==> src/rtl/irq_setclr_pkg.sv <==
package irq_setclr_pkg;
    localparam int DATA_W  = 8;
    localparam int FLAG_W  = 7;
    localparam int T1_BIT  = 6;
    localparam int T2_BIT  = 5;
    localparam int SR_BIT  = 2;
    localparam int NUM_SRC = 3;
    localparam logic [FLAG_W-1:0] LIVE_MASK =
        FLAG_W'((1 << T1_BIT) | (1 << T2_BIT) | (1 << SR_BIT));

    typedef enum logic [2:0] {
        ACC_IDLE,
        ACC_FLAG_RD,
        ACC_FLAG_WR,
        ACC_ENA_RD,
        ACC_ENA_WR,
        ACC_UNMAPPED
    } access_e;

    function automatic int src_bit(input int idx);
        case (idx)
            0:       return T1_BIT;
            1:       return T2_BIT;
            default: return SR_BIT;
        endcase
    endfunction
endpackage

==> src/rtl/irq_access_decode.sv <==
module irq_access_decode
    import irq_setclr_pkg::*;
#(
    parameter int ADDR_W = 4,
    parameter logic [ADDR_W-1:0] FLAG_ADDR = 2,
    parameter logic [ADDR_W-1:0] ENA_ADDR  = 3
) (
    input  logic              sel_i,
    input  logic              wr_i,
    input  logic [ADDR_W-1:0] addr_i,
    output access_e           kind_o
);
    always_comb begin
        if (!sel_i)
            kind_o = ACC_IDLE;
        else if (addr_i == FLAG_ADDR)
            kind_o = wr_i ? ACC_FLAG_WR : ACC_FLAG_RD;
        else if (addr_i == ENA_ADDR)
            kind_o = wr_i ? ACC_ENA_WR : ACC_ENA_RD;
        else
            kind_o = ACC_UNMAPPED;
    end
endmodule

==> src/rtl/irq_flag_bank.sv <==
module irq_flag_bank
    import irq_setclr_pkg::*;
(
    input  logic              clk,
    input  logic              rst_n,
    input  logic [FLAG_W-1:0] set_i,
    input  logic [FLAG_W-1:0] clr_i,
    output logic [FLAG_W-1:0] flag_o
);
    logic [FLAG_W-1:0] flag_q;
    logic [FLAG_W-1:0] flag_d;

    always_comb flag_d = ((flag_q & ~clr_i) | set_i) & LIVE_MASK;

    always_ff @(posedge clk) begin
        if (!rst_n) flag_q <= '0;
        else        flag_q <= flag_d;
    end

    assign flag_o = flag_q;

    assert_set_wins_R9: assert property (@(posedge clk) disable iff (!rst_n)
        (|(set_i & LIVE_MASK)) |=> ((flag_q & $past(set_i & LIVE_MASK)) == $past(set_i & LIVE_MASK)));

    assert_unused_zero_R10: assert property (@(posedge clk) disable iff (!rst_n)
        (flag_q & ~LIVE_MASK) == '0);

    assert_clear_keeps_R3: assert property (@(posedge clk) disable iff (!rst_n)
        (set_i == '0) |=> ((flag_q & ~$past(flag_q)) == '0));
endmodule

==> src/rtl/irq_enable_bank.sv <==
module irq_enable_bank
    import irq_setclr_pkg::*;
(
    input  logic              clk,
    input  logic              rst_n,
    input  logic              cmd_i,
    input  logic [DATA_W-1:0] data_i,
    output logic [FLAG_W-1:0] ena_o
);
    logic [FLAG_W-1:0] ena_q;
    logic [FLAG_W-1:0] ena_d;
    logic              set_mode;

    assign set_mode = data_i[DATA_W-1];

    always_comb begin
        ena_d = ena_q;
        if (cmd_i) begin
            if (set_mode) ena_d = ena_q | data_i[FLAG_W-1:0];
            else          ena_d = ena_q & ~data_i[FLAG_W-1:0];
        end
    end

    always_ff @(posedge clk) begin
        if (!rst_n) ena_q <= '0;
        else        ena_q <= ena_d;
    end

    assign ena_o = ena_q;

    assert_set_cmd_R4: assert property (@(posedge clk) disable iff (!rst_n)
        (cmd_i && set_mode) |=> (ena_q == ($past(ena_q) | $past(data_i[FLAG_W-1:0]))));

    assert_clr_cmd_R5: assert property (@(posedge clk) disable iff (!rst_n)
        (cmd_i && !set_mode) |=> ((ena_q & $past(data_i[FLAG_W-1:0])) == '0));

    assert_idle_hold_R11: assert property (@(posedge clk) disable iff (!rst_n)
        !cmd_i |=> $stable(ena_q));
endmodule

==> src/rtl/irq_level_out.sv <==
module irq_level_out
    import irq_setclr_pkg::*;
(
    input  logic              clk,
    input  logic              rst_n,
    input  logic [FLAG_W-1:0] flag_i,
    input  logic [FLAG_W-1:0] ena_i,
    output logic              pend_o,
    output logic              irq_o
);
    logic irq_q;

    assign pend_o = |(flag_i & ena_i);

    always_ff @(posedge clk) begin
        if (!rst_n) irq_q <= 1'b0;
        else        irq_q <= pend_o;
    end

    assign irq_o = irq_q;

    assert_irq_follows_R1: assert property (@(posedge clk) disable iff (!rst_n)
        $rose(irq_o) |-> $past(|(flag_i & ena_i)));

    assert_irq_drops_R1: assert property (@(posedge clk) disable iff (!rst_n)
        $fell(irq_o) |-> !$past(|(flag_i & ena_i)));
endmodule

==> src/rtl/irq_setclr_unit.sv <==
module irq_setclr_unit
    import irq_setclr_pkg::*;
#(
    parameter int ADDR_W = 4,
    parameter logic [ADDR_W-1:0] FLAG_ADDR = 2,
    parameter logic [ADDR_W-1:0] ENA_ADDR  = 3
) (
    input  logic              clk,
    input  logic              rst_n,
    input  logic              bus_sel,
    input  logic              bus_wr,
    input  logic [ADDR_W-1:0] bus_addr,
    input  logic [7:0]        bus_wdata,
    output logic [7:0]        bus_rdata,
    input  logic              t1_set,
    input  logic              t2_set,
    input  logic              sr_set,
    input  logic              t1_clr,
    input  logic              t2_clr,
    input  logic              sr_clr,
    output logic              irq_o
);
    access_e           kind;
    logic [NUM_SRC-1:0] src_set;
    logic [NUM_SRC-1:0] src_clr;
    logic [FLAG_W-1:0]  set_vec;
    logic [FLAG_W-1:0]  strobe_vec;
    logic [FLAG_W-1:0]  clr_vec;
    logic [FLAG_W-1:0]  flags;
    logic [FLAG_W-1:0]  enables;
    logic               pending;
    logic               ena_cmd;

    assign src_set = {sr_set, t2_set, t1_set};
    assign src_clr = {sr_clr, t2_clr, t1_clr};

    irq_access_decode #(
        .ADDR_W(ADDR_W), .FLAG_ADDR(FLAG_ADDR), .ENA_ADDR(ENA_ADDR)
    ) u_dec (
        .sel_i(bus_sel), .wr_i(bus_wr), .addr_i(bus_addr), .kind_o(kind)
    );

    always_comb begin
        set_vec    = '0;
        strobe_vec = '0;
        for (int i = 0; i < NUM_SRC; i++) begin
            set_vec[src_bit(i)]    = src_set[i];
            strobe_vec[src_bit(i)] = src_clr[i];
        end
    end

    always_comb begin
        clr_vec = strobe_vec;
        if (kind == ACC_FLAG_WR) clr_vec = strobe_vec | bus_wdata[FLAG_W-1:0];
    end

    assign ena_cmd = (kind == ACC_ENA_WR);

    irq_flag_bank u_flags (
        .clk(clk), .rst_n(rst_n), .set_i(set_vec), .clr_i(clr_vec), .flag_o(flags)
    );

    irq_enable_bank u_ena (
        .clk(clk), .rst_n(rst_n), .cmd_i(ena_cmd), .data_i(bus_wdata), .ena_o(enables)
    );

    irq_level_out u_out (
        .clk(clk), .rst_n(rst_n), .flag_i(flags), .ena_i(enables),
        .pend_o(pending), .irq_o(irq_o)
    );

    always_comb begin
        unique case (kind)
            ACC_FLAG_RD:  bus_rdata = {pending, flags};
            ACC_ENA_RD:   bus_rdata = {1'b1, enables};
            ACC_IDLE,
            ACC_FLAG_WR,
            ACC_ENA_WR,
            ACC_UNMAPPED: bus_rdata = 8'h00;
            default:      bus_rdata = 8'h00;
        endcase
    end

    assert_ena_rd_top_R6: assert property (@(posedge clk) disable iff (!rst_n)
        (kind == ACC_ENA_RD) |-> bus_rdata[7]);

    assert_summary_R2: assert property (@(posedge clk) disable iff (!rst_n)
        (kind == ACC_FLAG_RD) |-> (bus_rdata[7] == |(bus_rdata[6:0] & enables)));

    assert_unmapped_R11: assert property (@(posedge clk) disable iff (!rst_n)
        (kind == ACC_UNMAPPED) |=> ($stable(enables) && ((flags & ~$past(flags)) == ($past(set_vec) & ~$past(flags)))));

    assert_reset_R7: assert property (@(posedge clk)
        !rst_n |=> (flags == '0 && enables == '0 && !irq_o));
endmodule

==> config.mk <==
export PLATFORM = sky130hd
export DESIGN_NAME = irq_setclr_unit
export DESIGN_NICKNAME = d
export VERILOG_FILES = /design/src/rtl/irq_setclr_pkg.sv /design/src/rtl/irq_access_decode.sv /design/src/rtl/irq_flag_bank.sv /design/src/rtl/irq_enable_bank.sv /design/src/rtl/irq_level_out.sv /design/src/rtl/irq_setclr_unit.sv
export SDC_FILE = /design/constraint.sdc
export NUM_CORES = 1
export LEC_CHECK = 0
export ABC_AREA = 0
export BUFFER_PORTS_ARGS = -buffer_cell sky130_fd_sc_hd__buf_4
export CORE_MARGIN = 2
export CORE_UTILIZATION = 43
export CTS_CLUSTER_DIAMETER = 200
export CTS_CLUSTER_SIZE = 20
export DETAILED_ROUTE_END_ITERATION = 10
export PLACE_DENSITY = 0.86
export SLEW_MARGIN = 0
export SYNTH_ARGS = -nofsm -noshare
export SYNTH_HDL_FRONTEND = slang
export SYNTH_SLANG_ARGS = --single-unit
==> constraint.sdc <==
create_clock -name clk -period 1.52 [get_ports clk]
set_input_delay 0.304 -clock clk [delete_from_list [all_inputs] [get_ports clk]]
set_output_delay 0.304 -clock clk [all_outputs]
set_load 0.005 [all_outputs]
==> summary.txt <==
Finish
  – Area grow syn2layout: 44.2%
  – Post-layout nets: 126
  – Inserted Diodes: 0
  – Fill count: 110
  – Final core utilization: about two thirds
  – Layout cells sized above 1: between 30% and 40%

Floorplanning
  – Die area: 1720 sq um
  – Core area: 1300 sq um
  – Die H: ~41 um
  – Row count: 13
  – Die width: 41.5 um
  – Initial Util: 46.3%
  – Top Ports: 31

Setup path
  – Worst EP required: 1.22 ns
  – Kind of start point of the critical path: input port
  – R2R Setup Slk: 0.71 ns
  – Critical Path AT: between 1 and 1.5 ns
  – Cells along the critical path: buf_4 -> nand4bb_2 -> a311oi_1 -> buf_4
  – Cell mode on critical path: buf_4
  – Critical-path maximum fanout: 8
  – RR Endpoint: u_out.irq_o
  – R2R depth: 2
  – Slowest-stage cell, CP: nand4bb_2
  – Critical R2R Launch: u_flags.flag_o[5]
  – CP max stage delay: around 0.36 ns
  – CP endpoint kind: output port
  – WS Path Type: input port to output port

Min path
  – Hold path endpoint: u_flags.flag_o[2]
  – Min-delay src: sr_set
  – HP Class: input port to flip-flop
  – WHS Path Cells: 3

Pwr
  – PD cells: 697 nW/um^2
  – P_leak: roughly 0.40 nW
  – Worst-case vdd ir drop: 453 uV
  – Pwr Total: 606 uW

STA
  – Final worst-path cycle share: 100%
  – Worst-Margin Slew: 0.209 ns
  – RSZ-0062 raised after global routing: true
  – Final setup fails: 1
  – Fin Setup TNS: -0.00598 ns
  – Crit path time final: 1.53 ns
  – Final hold violations: 0
  – Fmax achieved: 0.655 GHz
  – Final Worst Setup Slack: -0.00598 ns
  – Final Skew: 0.00829 ns
  – Slew Viols, Final: 0
  – Slew HR: 85.7%

Place
  – Routability cong.: 0.735
  – Post-DP HPWL: 1160 um
  – Buffers on Ports: 30
  – Dpl ws: -0.00835 ns

Yosys
  – Post-synth EDFFs: 0
  – Post-synth top cells: dfxtp_1, nand2_1, mux2i_1
  – Synth area leaders: dfxtp_1, mux2i_1, nand2_1
  – Top cell type's share of synthesized area: a little over a third
  – Main synth FF type: dfxtp_1
  – Mapped Area: roughly 600 sq um
  – Syn nets: 96
  – Post-Syn Area per Cell: 8.15 sq um
  – Ys async rst share: 0%
  – Cell taking the most area after synthesis: dfxtp_1
  – Synth warn: 0
  – Post-synthesis cell type count: 21
  – Post-synthesis register bit count: 11
  – Syn Inst Count: 74
  – Seq/Total Area, Yosys: 36.5%

Drt
  – Via count: 667
  – # DRC: 0
  – Number of DRC markers in iteration 0: 24
  – Routed wire length: ~1700 um
  – Drt first pass iters: 4
  – Antenna viol nets, final: 0
  – Wire per inst: 14.2 um
  – Via density: 5.65

Outcome
  – Failing checks: negative setup slack
  – Outcome: complete, but fails checks

Clock tree
  – TritonCTS Buffers: 3
  – CTS tree: yes
  – CTS Hold Buffers Added: 0
  – Worst-path clk slew: 0.07 ns
  – Root Buffer: clkbuf_4
  – TritonCTS Sinks: 11
  – CTS max path bufs: 2
  – Post-CTS Setup Bufs: 0
  – Clk Latency, worst-skew pair: 0.28 ns
  – CTS H-tree lvls: 1

GRT
  – Global-route wire length before repair: 2670 um
  – Initial antenna violation count: 0
  – Pin count of the biggest net entering global routing: 18
  – Global Route Usage Sum: 19.7%
  – Global route overflow: 0
  – Vias in the first global route: 622

Run
  – Max_cap viols: 0
-- critical path: cells and delay by family --
family | cells | cell delay, ns
buffers and inverters | 2 | 0.27
and+or+nand+nor | 1 | 0.36
AOI/OAI and AO/OA | 1 | 0.29
-- final cells by class --
type | count | area [sq um] | area share (%)
Clock buffer | 4 | 26.3 | 3.02
Timing Repair Buffer | 31 | 233 | 26.8
Sequential cell | 11 | 221 | 25.5
Multi-Input combinational cell | 52 | 352 | 40.4
Tap cell | 15 | 18.8 | 2.16
Inverter | 5 | 18.8 | 2.16
-- where the power goes --
group          leakage (nW)  internal [mW]  switching (mW)  total (mW)
combinational         0.299         0.0505          0.0448      0.0952
sequential           0.0897          0.294         0.00495       0.299
clock                0.0150          0.102           0.109       0.211
total                 0.403          0.447           0.159       0.606
-- metal layers --
metal  wire, um  vias up  part of all wire [%]  track usage [%]
met3        101        2                   6.0             5.65
met5          0        -                     0                0
li1           -      323                     -                -
met4         14        0                  0.83             5.81
met1        710      313                    42             24.7
met2        851       29                    51             32.8
-- metrics by stage --
stage | hold slack (ns) | instance area [sq um] | std cells
2_1_floorplan | 0.434 | 603 | 74
4_1_cts | 0.301 | 858 | 118
3_5_place_dp | 0.455 | 827 | 114
5_1_grt | 0.313 | 870 | 118
3_3_place_gp | 0.444 | 827 | 114
6_report | 0.297 | 870 | 118
-- layout by cell type, fill, tap and decap left out --
master,count
buf_4,31
nand2_1,11
dfxtp_1,10
mux2i_1,9
nand4_1,6
inv_1,5
a21oi_1,5
nor3_1,4
nor3b_1,3
clkbuf_4,3
a311oi_1,2
nor4_1,2
nand4bb_2,1
and4bb_2,1
nor3b_2,1
nor3_2,1
a22oi_1,1
nand3_1,1
o21ai_0,1
and2_1,1
nor2_1,1
or3_1,1
clkbuf_1,1
dfxtp_2,1
-- cell families (layout without fill, tap and decap cells) --
logic type	after synthesis	in the layout	share of synthesized area, %
DFF	11	11	36.5
muxes	9	9	14.9
AOI/OAI and AO/OA	9	9	9.13
buffers and inverters	11	40	7.68
and+or+nand+nor	34	34	31.7
-- how the worst max path moves through the flow --
stage	start	endpoint	cells after the start
after floorplan	bus_addr[2]	bus_rdata[0]	4
after global placement	bus_addr[2]	bus_rdata[7]	4
after detailed placement	bus_addr[2]	bus_rdata[7]	4
after CTS	bus_addr[2]	bus_rdata[1]	5
after global routing	bus_addr[2]	bus_rdata[4]	5
final	bus_addr[2]	bus_rdata[7]	4
-- repair_timing --
| item | CTS | global route |
|---|---|---|
| gates resized for setup | 1 | 3 |
| pin swaps | 0 | 1 |
| setup endpoints to repair | 2 | 6 |
Note: power is estimated with default switching activity, not from simulation.
